File: src/rtl/vxe_pkg.sv
package vxe_pkg;
  typedef enum logic [2:0] {
    S_IDLE,
    S_RD_REQ,
    S_RD_CAP,
    S_SEND,
    S_RECV,
    S_WR_REQ
  } xfer_state_t;
endpackage

File: src/rtl/vxe_addr_gen.sv
// External word address walker: base of current burst plus offset in burst.
module vxe_addr_gen #(
  parameter int SADDR_W = 8
) (
  input  logic               clk,
  input  logic               rst,
  input  logic               start,
  input  logic [SADDR_W-1:0] start_addr,
  input  logic [SADDR_W-1:0] burst_len,
  input  logic [SADDR_W-1:0] stride,
  input  logic               step,
  output logic [SADDR_W-1:0] addr
);
  logic [SADDR_W-1:0] base_q, off_q, burst_q, stride_q;
  logic               burst_end;

  // A zero burst length ends every burst after a single word.
  assign burst_end = ({1'b0, off_q} + 1'b1) >= {1'b0, burst_q};
  assign addr      = base_q + off_q;

  always_ff @(posedge clk) begin
    if (rst) begin
      base_q   <= '0;
      off_q    <= '0;
      burst_q  <= '0;
      stride_q <= '0;
    end else if (start) begin
      base_q   <= start_addr;
      off_q    <= '0;
      burst_q  <= burst_len;
      stride_q <= stride;
    end else if (step) begin
      if (burst_end) begin
        base_q <= base_q + stride_q;
        off_q  <= '0;
      end else begin
        off_q  <= off_q + 1'b1;
      end
    end
  end

  p_addr_hold_r4: assert property (@(posedge clk) disable iff (rst)
    (!step && !start) |=> $stable(addr));
endmodule

File: src/rtl/vxe_lane_buf.sv
// One row of lanes: filled whole from vector memory or one word at a time.
module vxe_lane_buf #(
  parameter int LANES  = 4,
  parameter int WORD_W = 16,
  parameter int IDX_W  = 2
) (
  input  logic                    clk,
  input  logic                    rst,
  input  logic                    load_vec,
  input  logic [LANES*WORD_W-1:0] vec_in,
  input  logic                    put_word,
  input  logic [IDX_W-1:0]        idx,
  input  logic [WORD_W-1:0]       word_in,
  output logic [LANES*WORD_W-1:0] vec_out,
  output logic [WORD_W-1:0]       word_out
);
  logic [WORD_W-1:0] lane_q [LANES];

  for (genvar g = 0; g < LANES; g++) begin : g_lane
    always_ff @(posedge clk) begin
      if (rst)
        lane_q[g] <= '0;
      else if (load_vec)
        lane_q[g] <= vec_in[g*WORD_W +: WORD_W];
      else if (put_word && idx == IDX_W'(g))
        lane_q[g] <= word_in;
    end
    assign vec_out[g*WORD_W +: WORD_W] = lane_q[g];
  end

  assign word_out = lane_q[idx];
endmodule

File: src/rtl/vxe_ctrl.sv
// Sequencer: one shared-memory access per row, LANES external words per row.
module vxe_ctrl
  import vxe_pkg::*;
#(
  parameter int LANES     = 4,
  parameter int IDX_W     = 2,
  parameter int VADDR_W   = 4,
  parameter int CNT_W     = 4,
  parameter int AGE_LIMIT = 4
) (
  input  logic               clk,
  input  logic               rst,
  input  logic               cmd_valid,
  input  logic               cmd_store,
  input  logic [CNT_W-1:0]   cmd_count,
  input  logic [VADDR_W-1:0] cmd_vaddr,
  input  logic               vm_grant,
  input  logic               ext_ready,
  output logic               busy,
  output logic               done,
  output logic               vm_req,
  output logic               vm_we,
  output logic [VADDR_W-1:0] vm_addr,
  output logic               vm_prio,
  output logic               ext_valid,
  output logic               ext_write,
  output logic               start,
  output logic               step,
  output logic               load_vec,
  output logic               put_word,
  output logic [IDX_W-1:0]   idx
);
  localparam int AGE_W = $clog2(AGE_LIMIT + 1);

  xfer_state_t        state_q;
  logic [VADDR_W-1:0] vptr_q;
  logic [CNT_W-1:0]   left_q;
  logic [IDX_W-1:0]   idx_q;
  logic [AGE_W-1:0]   wait_q;
  logic               done_q;
  logic               last_lane, last_vec;

  assign busy      = (state_q != S_IDLE);
  assign done      = done_q;
  assign vm_req    = (state_q == S_RD_REQ) || (state_q == S_WR_REQ);
  assign vm_we     = (state_q == S_WR_REQ);
  assign vm_addr   = vptr_q;
  assign vm_prio   = vm_req && (wait_q >= AGE_W'(AGE_LIMIT));
  assign ext_valid = (state_q == S_SEND) || (state_q == S_RECV);
  assign ext_write = (state_q == S_SEND);
  assign start     = (state_q == S_IDLE) && cmd_valid;
  assign step      = ext_valid && ext_ready;
  assign load_vec  = (state_q == S_RD_CAP);
  assign put_word  = (state_q == S_RECV) && ext_ready;
  assign idx       = idx_q;
  assign last_lane = (idx_q == IDX_W'(LANES - 1));
  assign last_vec  = (left_q == CNT_W'(1));

  always_ff @(posedge clk) begin
    if (rst) begin
      state_q <= S_IDLE;
      vptr_q  <= '0;
      left_q  <= '0;
      idx_q   <= '0;
      done_q  <= 1'b0;
    end else begin
      done_q <= 1'b0;
      unique case (state_q)
        S_IDLE: if (cmd_valid) begin
          vptr_q <= cmd_vaddr;
          left_q <= cmd_count;
          idx_q  <= '0;
          if (cmd_count == '0) done_q  <= 1'b1;
          else                 state_q <= cmd_store ? S_RD_REQ : S_RECV;
        end
        S_RD_REQ: if (vm_grant) state_q <= S_RD_CAP;
        S_RD_CAP: begin
          idx_q   <= '0;
          state_q <= S_SEND;
        end
        S_SEND: if (ext_ready) begin
          if (!last_lane) begin
            idx_q <= idx_q + 1'b1;
          end else begin
            idx_q <= '0;
            if (last_vec) begin
              state_q <= S_IDLE;
              done_q  <= 1'b1;
            end else begin
              left_q  <= left_q - 1'b1;
              vptr_q  <= vptr_q + 1'b1;
              state_q <= S_RD_REQ;
            end
          end
        end
        S_RECV: if (ext_ready) begin
          if (!last_lane) begin
            idx_q <= idx_q + 1'b1;
          end else begin
            idx_q   <= '0;
            state_q <= S_WR_REQ;
          end
        end
        S_WR_REQ: if (vm_grant) begin
          if (last_vec) begin
            state_q <= S_IDLE;
            done_q  <= 1'b1;
          end else begin
            left_q  <= left_q - 1'b1;
            vptr_q  <= vptr_q + 1'b1;
            state_q <= S_RECV;
          end
        end
        default: state_q <= S_IDLE;
      endcase
    end
  end

  // Age of the pending request, saturating at the limit.
  always_ff @(posedge clk) begin
    if (rst || !vm_req || vm_grant) wait_q <= '0;
    else if (wait_q < AGE_W'(AGE_LIMIT)) wait_q <= wait_q + 1'b1;
  end

  p_req_hold_r9: assert property (@(posedge clk) disable iff (rst)
    (vm_req && !vm_grant) |=> (vm_req && $stable(vm_addr) && $stable(vm_we)));
  p_ext_hold_r11: assert property (@(posedge clk) disable iff (rst)
    (ext_valid && !ext_ready) |=> (ext_valid && $stable(ext_write) && $stable(idx_q)));
  p_we_in_req_r5: assert property (@(posedge clk) disable iff (rst)
    vm_we |-> vm_req);
  p_done_idle_r6: assert property (@(posedge clk) disable iff (rst)
    done |-> !busy);
  p_prio_aged_r10: assert property (@(posedge clk) disable iff (rst)
    vm_prio |-> (vm_req && $past(vm_req) && !$past(vm_grant)));
  p_idle_quiet_r1: assert property (@(posedge clk) disable iff (rst)
    !busy |-> (!vm_req && !ext_valid && !vm_prio));
endmodule

File: src/rtl/vec_xfer_engine.sv
module vec_xfer_engine #(
  parameter int LANES     = 4,   // words per vector row, power of two >= 2
  parameter int WORD_W    = 16,
  parameter int VADDR_W   = 4,
  parameter int SADDR_W   = 8,
  parameter int CNT_W     = 4,
  parameter int AGE_LIMIT = 4
) (
  input  logic                    clk,
  input  logic                    rst,
  input  logic                    cmd_valid,
  input  logic                    cmd_store,
  input  logic [CNT_W-1:0]        cmd_count,
  input  logic [VADDR_W-1:0]      cmd_vaddr,
  input  logic [SADDR_W-1:0]      cmd_saddr,
  input  logic [SADDR_W-1:0]      cmd_burst,
  input  logic [SADDR_W-1:0]      cmd_stride,
  output logic                    busy,
  output logic                    done,
  output logic                    vm_req,
  output logic                    vm_we,
  output logic [VADDR_W-1:0]      vm_addr,
  output logic [LANES*WORD_W-1:0] vm_wdata,
  input  logic                    vm_grant,
  input  logic [LANES*WORD_W-1:0] vm_rdata,
  output logic                    vm_prio,
  output logic                    ext_valid,
  output logic                    ext_write,
  output logic [SADDR_W-1:0]      ext_addr,
  output logic [WORD_W-1:0]       ext_wdata,
  input  logic                    ext_ready,
  input  logic [WORD_W-1:0]       ext_rdata
);
  localparam int IDX_W = $clog2(LANES);

  logic             start, step, load_vec, put_word;
  logic [IDX_W-1:0] idx;

  vxe_ctrl #(
    .LANES(LANES), .IDX_W(IDX_W), .VADDR_W(VADDR_W),
    .CNT_W(CNT_W), .AGE_LIMIT(AGE_LIMIT)
  ) u_ctrl (
    .clk(clk), .rst(rst),
    .cmd_valid(cmd_valid), .cmd_store(cmd_store),
    .cmd_count(cmd_count), .cmd_vaddr(cmd_vaddr),
    .vm_grant(vm_grant), .ext_ready(ext_ready),
    .busy(busy), .done(done),
    .vm_req(vm_req), .vm_we(vm_we), .vm_addr(vm_addr), .vm_prio(vm_prio),
    .ext_valid(ext_valid), .ext_write(ext_write),
    .start(start), .step(step), .load_vec(load_vec),
    .put_word(put_word), .idx(idx)
  );

  vxe_addr_gen #(.SADDR_W(SADDR_W)) u_addr (
    .clk(clk), .rst(rst), .start(start),
    .start_addr(cmd_saddr), .burst_len(cmd_burst), .stride(cmd_stride),
    .step(step), .addr(ext_addr)
  );

  vxe_lane_buf #(.LANES(LANES), .WORD_W(WORD_W), .IDX_W(IDX_W)) u_buf (
    .clk(clk), .rst(rst),
    .load_vec(load_vec), .vec_in(vm_rdata),
    .put_word(put_word), .idx(idx), .word_in(ext_rdata),
    .vec_out(vm_wdata), .word_out(ext_wdata)
  );
endmodule

File: config.mk
export PLATFORM = sky130hd
export DESIGN_NAME = vec_xfer_engine
export DESIGN_NICKNAME = d
export VERILOG_FILES = /design/src/rtl/vxe_pkg.sv /design/src/rtl/vxe_addr_gen.sv /design/src/rtl/vxe_lane_buf.sv /design/src/rtl/vxe_ctrl.sv /design/src/rtl/vec_xfer_engine.sv
export SDC_FILE = /design/constraint.sdc
export NUM_CORES = 1
export LEC_CHECK = 0
export BUFFER_PORTS_ARGS = -buffer_cell sky130_fd_sc_hd__buf_2
export CAP_MARGIN = 0
export CORE_MARGIN = 4
export CORE_UTILIZATION = 51
export DETAILED_ROUTE_END_ITERATION = 16
export PLACE_DENSITY = 0.81
export SLEW_MARGIN = 20
export SYNTH_ARGS = -nofsm -noshare
export SYNTH_HDL_FRONTEND = slang
export SYNTH_SLANG_ARGS = --single-unit
File: constraint.sdc
create_clock -name clk -period 3.45 [get_ports clk]
set_input_delay 0.5175 -clock clk [delete_from_list [all_inputs] [get_ports clk]]
set_output_delay 0.5175 -clock clk [all_outputs]
set_load 0.05 [all_outputs]
==> impl_metrics.tcl, run 1 <==
set metrics [dict create \
    routabilityCongestion 0.879 \
    drv_slew 0 \
    cts_tree "yes" \
    antenna_found_initial 2 \
    max_freq_mhz 338 \
    vias 5570 \
    syn_inst 583 \
    post-route-min-period_ps 2960 \
    synth.distinct_cells 59 \
    cts_hold_buf 0 \
    synth_area_mm2 0.00632 \
    ys.flop_type "edfxtp_1" \
    synth-simple-area-share_pct 11.8 \
    async_flop_share_pct 0 \
    synth_top_family_by_area "compound AO/OA/AOI/OAI gates" \
    rsz0062_at_grt "no" \
    timing.final.crit_share_pct 85.8 \
    synth.cells.most_frequent "a22o_1 (64), edfxtp_1 (64), nand2_1 (58)" \
    grt_max_degree 65 \
    io_buffers 216 \
    synth_fp_nets 734 \
    hold_violations 0 \
    grt_overflow_total 0 \
    die_w_um 119 \
    dr.pass1.iters 7 \
    worstHoldStart "cmd_stride[5]" \
    layout.nets 938 \
    crit_start "u_addr.off_q[0]" \
    dp_hpwl_mm 13.5 \
    finalClockSkew_ps 6.06 \
    rows 40 \
    cts_resized 0 \
    synthAdderAreaFrac_pct 6.77 \
    grt_use_total_pct 26.0 \
    fin_tns_setup_ps 0 \
    drc 0 \
    ys_warn_count 0 \
    worst_slew_pin_slew_ps 933 \
    wl_per_cell_um 19.1 \
    fin_total_pwr_mw 6.76 \
    synthXorXnorAreaFrac_pct 3.88 \
    viasPerCell 5.75 \
    yosysSeqAreaShare_pct 46.6 \
    synth_area_per_cell_um2 10.8 \
    synth_edf_count 64 \
    cts_buffer_depth 2 \
    drive_above_1_share_pct 35.9 \
    p_per_area_mw_per_mm2 833 \
    die_h_um 119 \
    path_clk_slew_ps 60 \
    clock_latency_ps 420 \
    worstHoldPathType "in -> reg" \
    ys_seq_elements 115 \
    setup_viol 0 \
    r2r_start "u_addr.off_q[0]" \
    netlist.top_cell.by_area "edfxtp_1" \
    clock-sinks 115 \
    setup_ws_ps 490 \
    syn_to_final_growth_pct 28.4 \
    slew_headroom_pct 37.7 \
    status "finished clean" \
    grt_pass1_wl_mm 29.4 \
    wl_mm 18.5 \
    cp.required_ps 3800 \
    utilization_pct 67.3 \
    synth_area_leaders "edfxtp_1 (30%), dfxtp_1 (16%), a22o_1 (8.9%)" \
    start_util_pct 52.4 \
    maxCapViolCount 0 \
    critPathKind "reg -> reg" \
    core_area_mm2 0.0121 \
    htree_levels 4 \
    post_cts_buffers 0 \
    fp.dieArea_mm2 0.0142 \
    dp_slack_ps 518 \
    antenna_left 0 \
    root_buffer "clkbuf_16" \
    startpoint_type "flop" \
    cp_max_fo 13 \
    synth_mux_area_share_pct 7.13 \
    cp.arrival_ps 3310 \
    cts_made_buffers 17 \
    synth-compound-area-share_pct 19.4 \
    p_leak_nw 3.65 \
    ioPinCount 217 \
    endpoint_kind "flop" \
    irDropWorstVdd_uv 582 \
    yosysTopAreaCellShare_pct 30.4 \
    drt_iter0_drc 503 \
    grt_pass1_vias 5729 \
]
==> final timing paths <==
path	end	slack, ps	cells after the start
hold / removal	u_addr.stride_q[5]	340	3
setup reg to reg	u_addr.off_q[6]	490	10
hold reg to reg	u_addr.stride_q[2]	460	2
setup / recovery	u_addr.off_q[6]	490	10
==> per-stage QoR <==
step	cells	hold WS [ps]	area, um^2
6_report	969	340	8120
5_1_grt	969	335	8120
4_1_cts	968	323	8110
3_5_place_dp	936	455	7490
3_3_place_gp	936	448	7490
2_1_floorplan	583	436	6320
==> cells by family (layout without fill, tap and decap cells) <==
family	Yosys count	count (layout)
DFF	115	115
other	0	1
xor gates and xnor gates	28	28
muxes	25	25
AOI/OAI and AO/OA	164	164
and+or+nand+nor	156	156
buffers and inverters	62	279
adders and majority gates	33	33
==> power by group <==
part,internal [mW],switching [mW]
Clock,1.21,0.642
Combinational,0.854,2.01
Sequential,1.79,0.269
==> cell type report <==
class,count,area [um^2]
Timing Repair Buffer,224,1140
Fill cell,908,3950
Sequential cell,115,2940
Inverter,23,86.3
Multi-Input combinational cell,406,3110
Antenna cell,1,2.50
Clock inverter,13,185
Clock buffer,19,433
Tap cell,168,210
==> routing by layer <==
metal	wire, um	global-route usage, %	vias up
met4	469	13.0	2
met3	1480	6.32	37
met1	7010	31.3	2652
li1	-	-	2581
met2	9500	43.5	298
met5	7	0	-
==> sequential cells by signal (all words and copies together) (netlist names), 2 cells and up, named ones only <==
name and flops:
u_addr.base_q 8, u_addr.burst_q 8, u_addr.off_q 8, u_addr.stride_q 8
u_buf.lane_q 64, u_ctrl.idx 2, u_ctrl.left_q 4, u_ctrl.state_q 3
u_ctrl.vm_addr 4, u_ctrl.wait_q 3
==> critical path, cell delays in order (launching register included) <==
cell	delay (ps)
dfxtp_1	420
ha_1	240
and3_1	270
nand3_1	170
xnor2_1	210
ha_1	270
a21o_1	160
a21oi_1	220
a31oi_4	240
or3_1	540
a21oi_2	140
==> layout by cell type (no fill, tap or decap), types with 2 or more instances in the layout <==
| cell | n |
|---|---|
| nor2_1 | 43 |
| xnor2_1 | 14 |
| bufinv_16 | 4 |
| nand2b_1 | 8 |
| nand2_1 | 58 |
| clkbuf_1 | 2 |
| a31oi_1 | 4 |
| a311oi_1 | 2 |
| nand3_1 | 5 |
| o21bai_2 | 5 |
| buf_4 | 8 |
| clkinvlp_4 | 4 |
| xor2_1 | 14 |
| clkinv_4 | 3 |
| inv_1 | 23 |
| clkbuf_16 | 17 |
| mux4_2 | 16 |
| o21ai_0 | 16 |
| nor3b_1 | 2 |
| o21a_1 | 2 |
| mux2i_1 | 9 |
| nor4_1 | 3 |
| a22o_1 | 64 |
| a211o_1 | 2 |
| nor3_1 | 11 |
| edfxtp_1 | 64 |
| or3_1 | 2 |
| a21oi_1 | 40 |
| a21o_1 | 5 |
| a2111oi_1 | 2 |
| a211oi_1 | 8 |
| o21bai_1 | 2 |
| and3_1 | 5 |
| dfxtp_1 | 51 |
| and2_1 | 9 |
| ha_1 | 31 |
| buf_2 | 216 |
| fa_1 | 2 |
No activity file was read; power rests on OpenSTA's default activity.
==> run 2, diff against run 1 <==
--- a/config.mk
+++ b/config.mk
@@ -7,7 +7,7 @@
 export LEC_CHECK = 0
 export BUFFER_PORTS_ARGS = -buffer_cell sky130_fd_sc_hd__buf_2
 export CAP_MARGIN = 0
-export CORE_MARGIN = 4
+export CORE_ASPECT_RATIO = 1.1
 export CORE_UTILIZATION = 51
 export DETAILED_ROUTE_END_ITERATION = 16
 export PLACE_DENSITY = 0.81
==> run 2 against run 1 <==
Worst hold slack improved by 5.7 ps. Register-to-register slack worse by 70 ps. Largest cell class unchanged. Critical path depth stayed put. Sequential share of layout area up 0.28 points. Critical endpoint is now u_addr.off_q[0]. Core utilization shrank 0.37 points.
==> impl_metrics.tcl, run 2 (synthesized netlist as in run 1, its figures left out) <==
set metrics [dict create \
    antenna_found_initial 0 \
    vias 5562 \
    path_clk_slew_ps 60 \
    core_area_mm2 0.0120 \
    status "finished clean" \
    drv_slew 0 \
    fp.dieArea_mm2 0.0128 \
    clock-sinks 115 \
    grt_max_degree 65 \
    largest_reg_flops 64 \
    fillCellCount 899 \
    cts_resized 0 \
    post_cts_buffers 0 \
    rows 42 \
    final_cell_mix "buf_2 (216), a22o_1 (64), edfxtp_1 (64)" \
    fin_tns_setup_ps 0 \
    cp_max_fo 13 \
    cts_tree "yes" \
    grt_use_total_pct 28.8 \
    ioPinCount 217 \
    switching_share_pct 44.0 \
    startpoint_type "flop" \
    dp_hpwl_mm 12.9 \
    power_frac_comb_pct 43.2 \
    maxCapViolCount 0 \
    routabilityCongestion 0.815 \
    finalClockSkew_ps 11.0 \
    hold_violations 0 \
    layout.nets 937 \
    antenna_left 0 \
    regMostFlops "u_buf.lane_q" \
    drc 0 \
    grt_pass1_vias 5662 \
    max_freq_mhz 330 \
    p_int_mw 3.70 \
    p_leak_nw 3.63 \
    cts_hold_buf 0 \
    utilization_pct 66.9 \
    drive_above_1_share_pct 36.2 \
    endpoint_kind "flop" \
    cp.arrival_ps 3370 \
    layout_commonest_cell "buf_2" \
    wl_mm 17.8 \
    critPathKind "reg -> reg" \
    clock_latency_ps 410 \
    cp.required_ps 3790 \
    p_per_area_mw_per_mm2 821 \
    irDropWorstVdd_uv 615 \
    post-route-min-period_ps 3030 \
    drt_iter0_drc 384 \
    wl_per_cell_um 18.6 \
    die_w_um 108 \
    num_antenna_cells 0 \
    htree_levels 4 \
    io_buffers 216 \
    worstHoldPathType "in -> reg" \
    syn_to_final_growth_pct 27.4 \
    grt_overflow_total 0 \
    root_buffer "clkbuf_16" \
    cts_made_buffers 17 \
    grt_pass1_wl_mm 28.3 \
    viasPerCell 5.84 \
    p_seq_share_pct 30.9 \
    die_h_um 119 \
    slew_headroom_pct 30.3 \
    start_util_pct 52.5 \
    dr.pass1.iters 5 \
    power_switching_mw 2.91 \
    setup_viol 0 \
    cts_buffer_depth 2 \
    rsz0062_at_grt "no" \
    worst_slew_pin_slew_ps 1050 \
    pwr-share-clk_pct 26.0 \
    timing.final.crit_share_pct 87.9 \
]
==> run 2: cell count changes in the layout (fill, tap and decap cells not counted), sizes merged <==
cell / delta
diode: -1
bufinv: -2
clkinv: +1
inv: +3
clkbuf: -2
buf: -1
==> run 2: layer usage <==
layer	share of wire, %	global-route usage, %	vias to the layer above
met5	0	0	-
met4	2.5	10.2	0
met3	8.6	8.11	44
met2	51	51.0	256
met1	37	32.4	2689
li1	-	-	2573
==> run 2: path summary, 6_finish.rpt <==
kind	from	end	slack (ps)	cells after the start
max	u_addr.off_q[0]	u_addr.off_q[0]	420	10
min	cmd_stride[0]	u_addr.stride_q[0]	350	3
max reg2reg	u_addr.off_q[0]	u_addr.off_q[0]	420	10
min reg2reg	u_addr.burst_q[6]	u_addr.burst_q[6]	460	2
==> run 2: layout make-up <==
| cell class | count | area [um^2] | share of cell area (%) |
|---|---|---|---|
| clock inverter | 15 | 158 | 1.96 |
| tap | 154 | 193 | 2.39 |
| inverter | 23 | 86.3 | 1.07 |
| clock buffer | 17 | 425 | 5.28 |
| multi-input combinational | 406 | 3110 | 38.7 |
| timing repair buffer | 223 | 1130 | 14.1 |
| sequential | 115 | 2940 | 36.5 |
==> run 2: per-stage QoR <==
stage / hold slack (ps) / power, mW / worst slack, ps / instance area (um^2) / std cells
finish: 346 / 6.61 / 419 / 8050 / 953
global route: 336 / 6.94 / 197 / 8050 / 953
CTS: 334 / 6.64 / 424 / 8050 / 953
detailed placement: 452 / 4.91 / 509 / 7470 / 921
global placement: 448 / 4.82 / 689 / 7470 / 921
floorplan: 436 / 4.27 / 681 / 6320 / 583
==> run 2: critical path, stage by stage, from the launching register on <==
cell	delay, ps
dfxtp_1	420
ha_1	240
and3_1	270
nand3_1	160
xnor2_1	210
ha_1	270
a21o_1	170
a21oi_1	260
a31oi_4	260
or3_1	550
nor2_1	150
==> run 2: power groups by stage <==
stage          registers [mW]  logic (mW)  clock network, mW
2_1_floorplan            2.54        1.73                  0
3_3_place_gp             2.05        2.77                  0
3_5_place_dp             2.06        2.84                  0
4_1_cts                  2.04        2.86               1.74
5_1_grt                  2.09        3.06               1.80
6_report                 2.04        2.85               1.72
